### config.mk
export PLATFORM = sky130hd
export DESIGN_NAME = fcmp_unit
export DESIGN_NICKNAME = d
export VERILOG_FILES = /design/src/rtl/fcmp_pkg.sv /design/src/rtl/fcmp_operand_unpack.sv /design/src/rtl/fcmp_relation.sv /design/src/rtl/fcmp_out_stage.sv /design/src/rtl/fcmp_unit.sv
export SDC_FILE = /design/constraint.sdc
export NUM_CORES = 1
export LEC_CHECK = 0
export ABC_CLOCK_PERIOD_IN_PS = 4500
export CAP_MARGIN = 10
export CORE_MARGIN = 1
export CORE_UTILIZATION = 47
export DETAILED_ROUTE_END_ITERATION = 10
export PLACE_DENSITY = 0.88
export SLEW_MARGIN = 20
export SYNTH_ARGS = -nofsm -noshare
export SYNTH_HDL_FRONTEND = slang
export SYNTH_SLANG_ARGS = --single-unit
### constraint.sdc
create_clock -name clk -period 4.5 [get_ports clk]
set_input_delay 0.9 -clock clk [delete_from_list [all_inputs] [get_ports clk]]
set_output_delay 0.9 -clock clk [all_outputs]
set_load 0.01 [all_outputs]
### src/rtl/fcmp_pkg.sv
package fcmp_pkg;

  localparam int NUM_PREC = 3;  // index 0 half, 1 single, 2 double

  typedef enum logic [1:0] {
    FMT_SINGLE = 2'b00,
    FMT_DOUBLE = 2'b01,
    FMT_RSVD   = 2'b10,
    FMT_HALF   = 2'b11
  } fmt_code_e;

  typedef enum logic [1:0] {
    REL_LT,
    REL_EQ,
    REL_GT,
    REL_UN
  } rel_e;

  typedef struct packed {
    logic n;
    logic z;
    logic c;
    logic v;
  } nzcv_t;

  // total width of precision index p
  function automatic int prec_width(input int p);
    return 16 << p;
  endfunction

  // exponent width of precision index p
  function automatic int prec_exp_w(input int p);
    case (p)
      0:       return 5;
      1:       return 8;
      default: return 11;
    endcase
  endfunction

  // precision index from a format code: (code ^ 2'b10) - 1, reserved code wraps to 3
  function automatic logic [1:0] code_to_prec(input logic [1:0] code);
    return (code ^ 2'b10) - 2'b01;
  endfunction

  function automatic nzcv_t rel_to_flags(input rel_e r);
    case (r)
      REL_LT:  return '{n: 1'b1, z: 1'b0, c: 1'b0, v: 1'b0};
      REL_EQ:  return '{n: 1'b0, z: 1'b1, c: 1'b1, v: 1'b0};
      REL_GT:  return '{n: 1'b0, z: 1'b0, c: 1'b1, v: 1'b0};
      default: return '{n: 1'b0, z: 1'b0, c: 1'b1, v: 1'b1};
    endcase
  endfunction

endpackage

### src/rtl/fcmp_operand_unpack.sv
module fcmp_operand_unpack
  import fcmp_pkg::*;
#(
  parameter int DATA_W = 64,
  localparam int MAG_W = DATA_W - 1
) (
  input  logic [DATA_W-1:0] raw,
  input  logic [1:0]        prec_idx,
  output logic              sign,
  output logic [MAG_W-1:0]  mag,
  output logic              is_nan,
  output logic              is_snan
);

  logic [NUM_PREC-1:0] sign_v;
  logic [NUM_PREC-1:0] nan_v;
  logic [NUM_PREC-1:0] snan_v;
  logic [MAG_W-1:0]    mag_v [NUM_PREC];

  for (genvar g = 0; g < NUM_PREC; g++) begin : g_prec
    localparam int W  = prec_width(g);
    localparam int EW = prec_exp_w(g);
    localparam int FW = W - 1 - EW;

    logic [EW-1:0] expo;
    logic [FW-1:0] frac;

    assign expo      = raw[W-2 -: EW];
    assign frac      = raw[FW-1:0];
    assign sign_v[g] = raw[W-1];
    assign mag_v[g]  = MAG_W'(raw[W-2:0]);
    assign nan_v[g]  = (&expo) && (|frac);
    assign snan_v[g] = nan_v[g] && !frac[FW-1];
  end

  always_comb begin
    sign    = 1'b0;
    mag     = '0;
    is_nan  = 1'b0;
    is_snan = 1'b0;
    for (int i = 0; i < NUM_PREC; i++) begin
      if (prec_idx == 2'(i)) begin
        sign    = sign_v[i];
        mag     = mag_v[i];
        is_nan  = nan_v[i];
        is_snan = snan_v[i];
      end
    end
  end

endmodule

### src/rtl/fcmp_relation.sv
module fcmp_relation
  import fcmp_pkg::*;
#(
  parameter int MAG_W = 63
) (
  input  logic             sign_a,
  input  logic [MAG_W-1:0] mag_a,
  input  logic             nan_a,
  input  logic             sign_b,
  input  logic [MAG_W-1:0] mag_b,
  input  logic             nan_b,
  output rel_e             rel
);

  logic both_zero;
  logic a_larger;

  assign both_zero = (mag_a == '0) && (mag_b == '0);
  assign a_larger  = mag_a > mag_b;

  always_comb begin
    if (nan_a || nan_b) begin
      rel = REL_UN;
    end else if (both_zero) begin
      rel = REL_EQ;
    end else if (sign_a != sign_b) begin
      rel = sign_a ? REL_LT : REL_GT;
    end else if (mag_a == mag_b) begin
      rel = REL_EQ;
    end else begin
      // magnitude order flips for negative operands
      rel = (a_larger ^ sign_a) ? REL_GT : REL_LT;
    end
  end

endmodule

### src/rtl/fcmp_out_stage.sv
module fcmp_out_stage
  import fcmp_pkg::*;
(
  input  logic  clk,
  input  logic  rst_n,
  input  logic  in_valid,
  output logic  in_ready,
  input  nzcv_t flags_d,
  input  logic  inv_d,
  input  logic  undef_d,
  output logic  out_valid,
  input  logic  out_ready,
  output nzcv_t flags_q,
  output logic  inv_q,
  output logic  undef_q
);

  logic take;

  assign in_ready = !out_valid || out_ready;
  assign take     = in_valid && in_ready;

  always_ff @(posedge clk or negedge rst_n) begin
    if (!rst_n) begin
      out_valid <= 1'b0;
      flags_q   <= '0;
      inv_q     <= 1'b0;
      undef_q   <= 1'b0;
    end else if (take) begin
      out_valid <= 1'b1;
      undef_q   <= undef_d;
      inv_q     <= inv_d && !undef_d;
      if (!undef_d) begin
        flags_q <= flags_d;
      end
    end else if (out_ready) begin
      out_valid <= 1'b0;
    end
  end

endmodule

### src/rtl/fcmp_unit.sv
module fcmp_unit
  import fcmp_pkg::*;
#(
  parameter int DATA_W = 64,
  localparam int MAG_W = DATA_W - 1
) (
  input  logic              clk,
  input  logic              rst_n,
  input  logic              in_valid,
  output logic              in_ready,
  input  logic [DATA_W-1:0] in_a,
  input  logic [DATA_W-1:0] in_b,
  input  logic [1:0]        in_fmt,
  input  logic              in_zero,
  input  logic              half_en,
  output logic              out_valid,
  input  logic              out_ready,
  output logic [3:0]        out_flags,
  output logic              out_invalid,
  output logic              out_undef
);

  logic [1:0]        prec_idx;
  logic              undef_req;
  logic [DATA_W-1:0] b_eff;
  logic              sign_a, sign_b;
  logic [MAG_W-1:0]  mag_a, mag_b;
  logic              nan_a, nan_b;
  logic              snan_a, snan_b;
  rel_e              rel;
  nzcv_t             flags_d;
  nzcv_t             flags_q;

  assign prec_idx  = code_to_prec(in_fmt);
  assign undef_req = (in_fmt == FMT_RSVD) || ((in_fmt == FMT_HALF) && !half_en);
  // positive zero is all-zero bits in every precision
  assign b_eff     = in_zero ? '0 : in_b;

  fcmp_operand_unpack #(.DATA_W(DATA_W)) u_unpack_a (
    .raw(in_a), .prec_idx(prec_idx),
    .sign(sign_a), .mag(mag_a), .is_nan(nan_a), .is_snan(snan_a)
  );

  fcmp_operand_unpack #(.DATA_W(DATA_W)) u_unpack_b (
    .raw(b_eff), .prec_idx(prec_idx),
    .sign(sign_b), .mag(mag_b), .is_nan(nan_b), .is_snan(snan_b)
  );

  fcmp_relation #(.MAG_W(MAG_W)) u_rel (
    .sign_a(sign_a), .mag_a(mag_a), .nan_a(nan_a),
    .sign_b(sign_b), .mag_b(mag_b), .nan_b(nan_b),
    .rel(rel)
  );

  assign flags_d = rel_to_flags(rel);

  fcmp_out_stage u_out (
    .clk(clk), .rst_n(rst_n),
    .in_valid(in_valid), .in_ready(in_ready),
    .flags_d(flags_d), .inv_d(snan_a || snan_b), .undef_d(undef_req),
    .out_valid(out_valid), .out_ready(out_ready),
    .flags_q(flags_q), .inv_q(out_invalid), .undef_q(out_undef)
  );

  assign out_flags = flags_q;

endmodule

* Yosys cells after proc, flatten, opt, wreduce, memory -nomap -nowiden
Index checks and enable logic that the tools add are counted.
Storage, ports and cells: bits in registers 7
Operators by class: $add $sub $neg 1, order comparisons 1, equal/unequal tests 8, muxes and demuxes 34, bitwise operators 3, reductions and logical operators 47
Operators by type and width (count):
- $logic_not A63 Y1 | 2
- $mux W63 | 2
- $reduce_or A52 Y1 | 2
- $mux W64 | 1
- $eq A63 B63 Y1 | 1
- $gt A63 B63 Y1 | 1
- $mux W31 | 2
- $reduce_or A23 Y1 | 2
- $mux W15 | 2
- $reduce_and A11 Y1 | 2
- $mux W1 | 20
- $reduce_or A10 Y1 | 2
- $logic_and A1 B1 Y1 | 16
- $reduce_and A8 Y1 | 2
- $mux W2 | 6
- $pmux W4 S3 | 1
- $reduce_and A5 Y1 | 2
- $logic_not A1 Y1 | 9
- $eq A2 B2 Y1 const B | 4
- $eq A2 B1 Y1 const B | 2
- $logic_not A2 Y1 | 2
- $logic_or A1 B1 Y1 | 4
- $not A1 Y1 | 2
- $reduce_and A2 Y1 | 1
- 4 further kinds | 4

* Depth between registers and ports, before layout
word-level depth 15, mapped depth 15

* Modules after synthesis
A second synthesis with hierarchy kept.
Unflattened totals: cells, all modules 603, area total of the unflattened synthesis 4307.9 um^2
Modules (own cells, without submodules):
- fcmp_relation | instances 1, cells each 277, area an instance 1920.6 um^2, sequential area each 0.0 um^2
- fcmp_operand_unpack | instances 2, cells each 113, area an instance 688.2 um^2, sequential area each 0.0 um^2
- fcmp_unit | instances 1, cells each 82, area an instance 709.4 um^2, sequential area each 0.0 um^2
- fcmp_out_stage | instances 1, cells each 18, area an instance 301.5 um^2, sequential area each 175.2 um^2

* Least setup slack after synthesis
OpenSTA, ideal clock, no wires.
path type input port to flip-flop, from in in_fmt[0], to reg u_out.flags_q[1] (netlist name), library setup time 125 ps, data arrival time 3813 ps, required time 4375 ps, setup slack 562 ps, stages 15, path buffers 3, path through buf_2 > buf_2 > nand2b_1 > nor2b_1 > clkbuf_1 > nand2_1 > ha_1 > a21oi_1 > a21oi_1 > or3_1 > a211oi_2 > o22ai_1 > o31a_1 > a211oi_2 > nor2_1
On the way: cells in the longest elaborated chain, start to end 14
Ends and longest elaborated chain:
- from (decl) | line fcmp_unit.sv:13 | input logic [1:0] in_fmt,
- $sub A2 B1 Y2 | line fcmp_pkg.sv:42 | return (code ^ 2'b10) - 2'b01;
- $logic_not A2 Y1 | line fcmp_operand_unpack.sv:42 | if (prec_idx == 2'(i)) begin
- $mux W15 | line fcmp_operand_unpack.sv:42
- $mux W31 | line fcmp_operand_unpack.sv:42
- $mux W63 | line fcmp_operand_unpack.sv:42
- $gt A63 B63 Y1 | line fcmp_relation.sv:19 | assign a_larger = mag_a > mag_b;
- $xor A1 B1 Y1 | line fcmp_relation.sv:32 | rel = (a_larger ^ sign_a) ? REL_GT : REL_LT;
- $mux W2 | line fcmp_relation.sv:32
- $mux W2 | line fcmp_relation.sv:28 | end else if (mag_a == mag_b) begin
- $mux W2 | line fcmp_relation.sv:26 | end else if (sign_a != sign_b) begin
- $mux W2 | line fcmp_relation.sv:24 | end else if (both_zero) begin
- $mux W2 | line fcmp_relation.sv:22 | if (nan_a || nan_b) begin
- $eq A2 B2 Y1, or another cell as far along | line fcmp_pkg.sv:46 | case (r)
- $pmux W4 S3 | line fcmp_pkg.sv:46
Several ways; a longest one is shown, not always the timed one. A chain may end at the register's enable or synchronous reset.

* Worst setup path after layout
from in in_fmt[1], to reg u_out.flags_q[1] (netlist name)
On the way: cells in the longest elaborated chain, start to end 15
Ends and longest elaborated chain (line):
- $not A1 Y1 (no source line)
- $sub A2 B1 Y2 | fcmp_pkg.sv:42
- $logic_not A2 Y1 | fcmp_operand_unpack.sv:42
- $mux W15 | fcmp_operand_unpack.sv:42
- $mux W31 | fcmp_operand_unpack.sv:42
- $mux W63 | fcmp_operand_unpack.sv:42
- $gt A63 B63 Y1 | fcmp_relation.sv:19
- $xor A1 B1 Y1 | fcmp_relation.sv:32
- $mux W2 | fcmp_relation.sv:32
- $mux W2 | fcmp_relation.sv:28
- $mux W2 | fcmp_relation.sv:26
- $mux W2 | fcmp_relation.sv:24
- $mux W2 | fcmp_relation.sv:22
- $eq A2 B2 Y1, or another cell as far along | fcmp_pkg.sv:46
- $pmux W4 S3 | fcmp_pkg.sv:46
Several ways; a longest one is shown, not always the timed one.

==> impl_metrics.tcl <==
set metrics [dict create \
    cts.sinks 7 \
    netSwitchingFraction_pct 38.9 \
    ys_dominant_reg_cell "dfrtp_1" \
    intPower_mw 0.364 \
    track_usage_pct 33.3 \
    critPathArrivalTime_ps 4160 \
    p_clk_share_pct 14.5 \
    cts.htree.levels 1 \
    fin_cells 690 \
    synth-seq-cells 7 \
    slew_headroom_pct 58.6 \
    syn_area_mm2 0.00327 \
    setup_ws_ps 439 \
    cts_buffer_depth 2 \
    dp_hpwl_um 10400 \
    synthArstFlopShare_pct 100 \
    syn_avg_cell_area_um2 6.95 \
    grt_max_degree 33 \
    syn_to_final_growth_pct 48.4 \
    initial_core_util_pct 48.4 \
    power_frac_seq_pct 13.1 \
    cts_buffers 3 \
    period_share_pct 90.2 \
    crit_type "input port to register" \
    postCtsHoldBufs 0 \
    yosys_warnings 0 \
    synth-edff-count 0 \
    r2r-end "u_out.flags_q[1]" \
    cts_repair_resize_count 0 \
    coreArea_mm2 0.00676 \
    row_count 30 \
    tns_ps 0 \
    worst_ir_drop_vdd_mv 0.112 \
    startpoint "in_fmt[1]" \
    drc 4 \
    r2r-start "u_out.out_valid" \
    root_buffer "clkbuf_8" \
    numPortBuffers 143 \
    die_y_um 85.4 \
    worst_pin_slew_ps 614 \
    status "complete, but fails checks" \
    hp-start "u_out.inv_q" \
    gp_congestion 0.951 \
    cp-start-kind "input port" \
    clock_latency_ps 220 \
    fmax_mhz 246 \
    syn-num-nets 669 \
    finalHoldViolCount 0 \
    drt-total-wl_um 12200 \
    violations "DRC" \
    drt_iter0_drc 224 \
    end_kind "register" \
    min_path_type "register to register" \
    p_leak_nw 1.90 \
    synthCells 470 \
    fin_util_pct 71.7 \
    drv_cap 0 \
    hold_path_depth 1 \
    skew_ps 2.96 \
    preCtsSetupSlack_ps 281 \
    n_antenna_cell 0 \
    powerDensity_mw_per_mm2 123 \
    grt_pass1_wl_um 19800 \
    yosysSeqAreaShare_pct 5.36 \
    tritoncts "yes" \
    dr_total_vias 4286 \
    ioPinCount 144 \
    critPathRequiredTime_ps 4600 \
    holdPathEnd "u_out.inv_q" \
    grt_antenna_before_repair 0 \
    wl_per_cell_um 17.7 \
    ant_nets 0 \
    synth_cell_types 56 \
    fp.dieW_um 85.4 \
    rrSetupSlack_ps 2410 \
    cts_setup_buffers 0 \
    clkTransAtPathRegs_ps 40 \
    reg2regPathDepth 8 \
    overflow 0 \
    drtPass1Iterations 8 \
    rsz0062_at_grt "false" \
    p_comb_share_pct 72.4 \
    grt_pass1_vias 4355 \
    power.switching_mw 0.232 \
    setup_viol 0 \
    die_area_mm2 0.00729 \
    drive_gt1_share_pct 5.57 \
    nets 810 \
    vias_per_cell 6.21 \
    fin_crit_ps 4060 \
    crit_fanout 19 \
    dp_cells 686 \
    final_max_slew_viol_count 0 \
]
[synthesized netlist by cell type (3+ instances only)]
cell type	n	area share [%]
nor2b_1	18	3.4
inv_1	4	0.46
nor2_1	28	3.2
nor3_1	15	2.3
and3_1	4	0.77
o31ai_1	3	0.69
nand2b_1	5	0.96
nor4_2	6	2.3
nand3_1	11	1.7
nor4_1	23	4.4
a21oi_1	32	4.9
buf_2	5	0.77
a21o_1	8	1.8
and2_1	45	8.6
o211ai_1	3	0.69
nand3b_1	3	0.69
and4_1	3	0.80
ha_1	63	24
clkbuf_1	11	1.3
a211oi_2	4	1.5
dfrtp_1	7	5.4
nand4_1	29	5.6
o21ai_0	9	1.4
o32ai_1	3	0.80
nand2_1	89	10
[critical path, stage by stage]
cell,delay [ps]
clkdlybuf4s50_1,620
nand2b_1,290
nor2_2,120
buf_4,240
nand2_1,90
ha_1,310
and3_1,200
o211ai_2,160
a31oi_1,140
a2111oi_4,270
o22ai_1,150
o31a_1,320
a211oi_2,270
nor2_1,80
[cell type report]
type | count | area (um2)
clock buffer | 4 | 45.0
fill | 596 | 1910
inverter | 4 | 15.0
multi-input combinational | 443 | 3010
sequential | 7 | 175
tap | 80 | 100
timing repair buffer | 152 | 1500
[power by group through the flow]
| stage | Sequential [mW] | Clock (mW) | Combinational, mW |
|---|---|---|---|
| after detailed placement | 0.0788 | 0 | 0.423 |
| after global routing | 0.0789 | 0.0912 | 0.469 |
| after global placement | 0.0780 | 0 | 0.413 |
| after CTS | 0.0781 | 0.0864 | 0.426 |
| after floorplan | 0.0812 | 0 | 0.196 |
| final | 0.0782 | 0.0863 | 0.431 |
[placed cells by master, fill, tap and decap left out, drive strengths merged, types with 17 or more instances in the layout]
cell type      instances
clkdlybuf4s50        143
nand2                 89
nor4                  29
ha                    63
and2                  46
nor2                  28
a21oi                 32
nand4                 30
nor2b                 18
nor3                  17
[logic make-up after synthesis]
logic type,Yosys count,synth area share (%)
AND/OR/NAND/NOR,293,48.9
buffers and inverters,20,2.49
adder cells (fa/ha/maj),63,24.1
XOR/XNOR,1,0.268
multiplexers,2,0.651
AO/OA/AOI/OAI,84,18.2
flip-flops,7,5.36
[routing by layer]
metal	up-vias	wire length [um]	global-route usage, %
li1	2060	-	-
met1	1964	4990	40.0
met2	232	5890	60.9
met3	30	1000	5.16
met4	0	298	10.5
met5	-	0	0
[state kept, by name, summed over array words and instances (netlist names)]
signal,count
u_out.flags_q,4
u_out.undef_q,1
u_out.inv_q,1
u_out.out_valid,1
[per-stage QoR]
step | power [mW] | area (um2) | hold slack, ps
floorplan | 0.277 | 3270 | 518
global placement | 0.491 | 4800 | 482
detailed placement | 0.502 | 4800 | 494
CTS | 0.591 | 4850 | 502
global route | 0.639 | 4850 | 515
finish | 0.595 | 4850 | 502
[how the worst max path moves through the flow]
stage                                   to  slack (ps)  depth (start not counted)
final                     u_out.flags_q[1]         440                         14
after floorplan           u_out.flags_q[1]         560                         15
after CTS                 u_out.flags_q[1]         490                         14
after detailed placement  u_out.flags_q[1]         280                         14
after global placement    u_out.flags_q[1]         320                         14
after global routing      u_out.flags_q[1]         210                         14
Power figures use the tool's default switching activity.
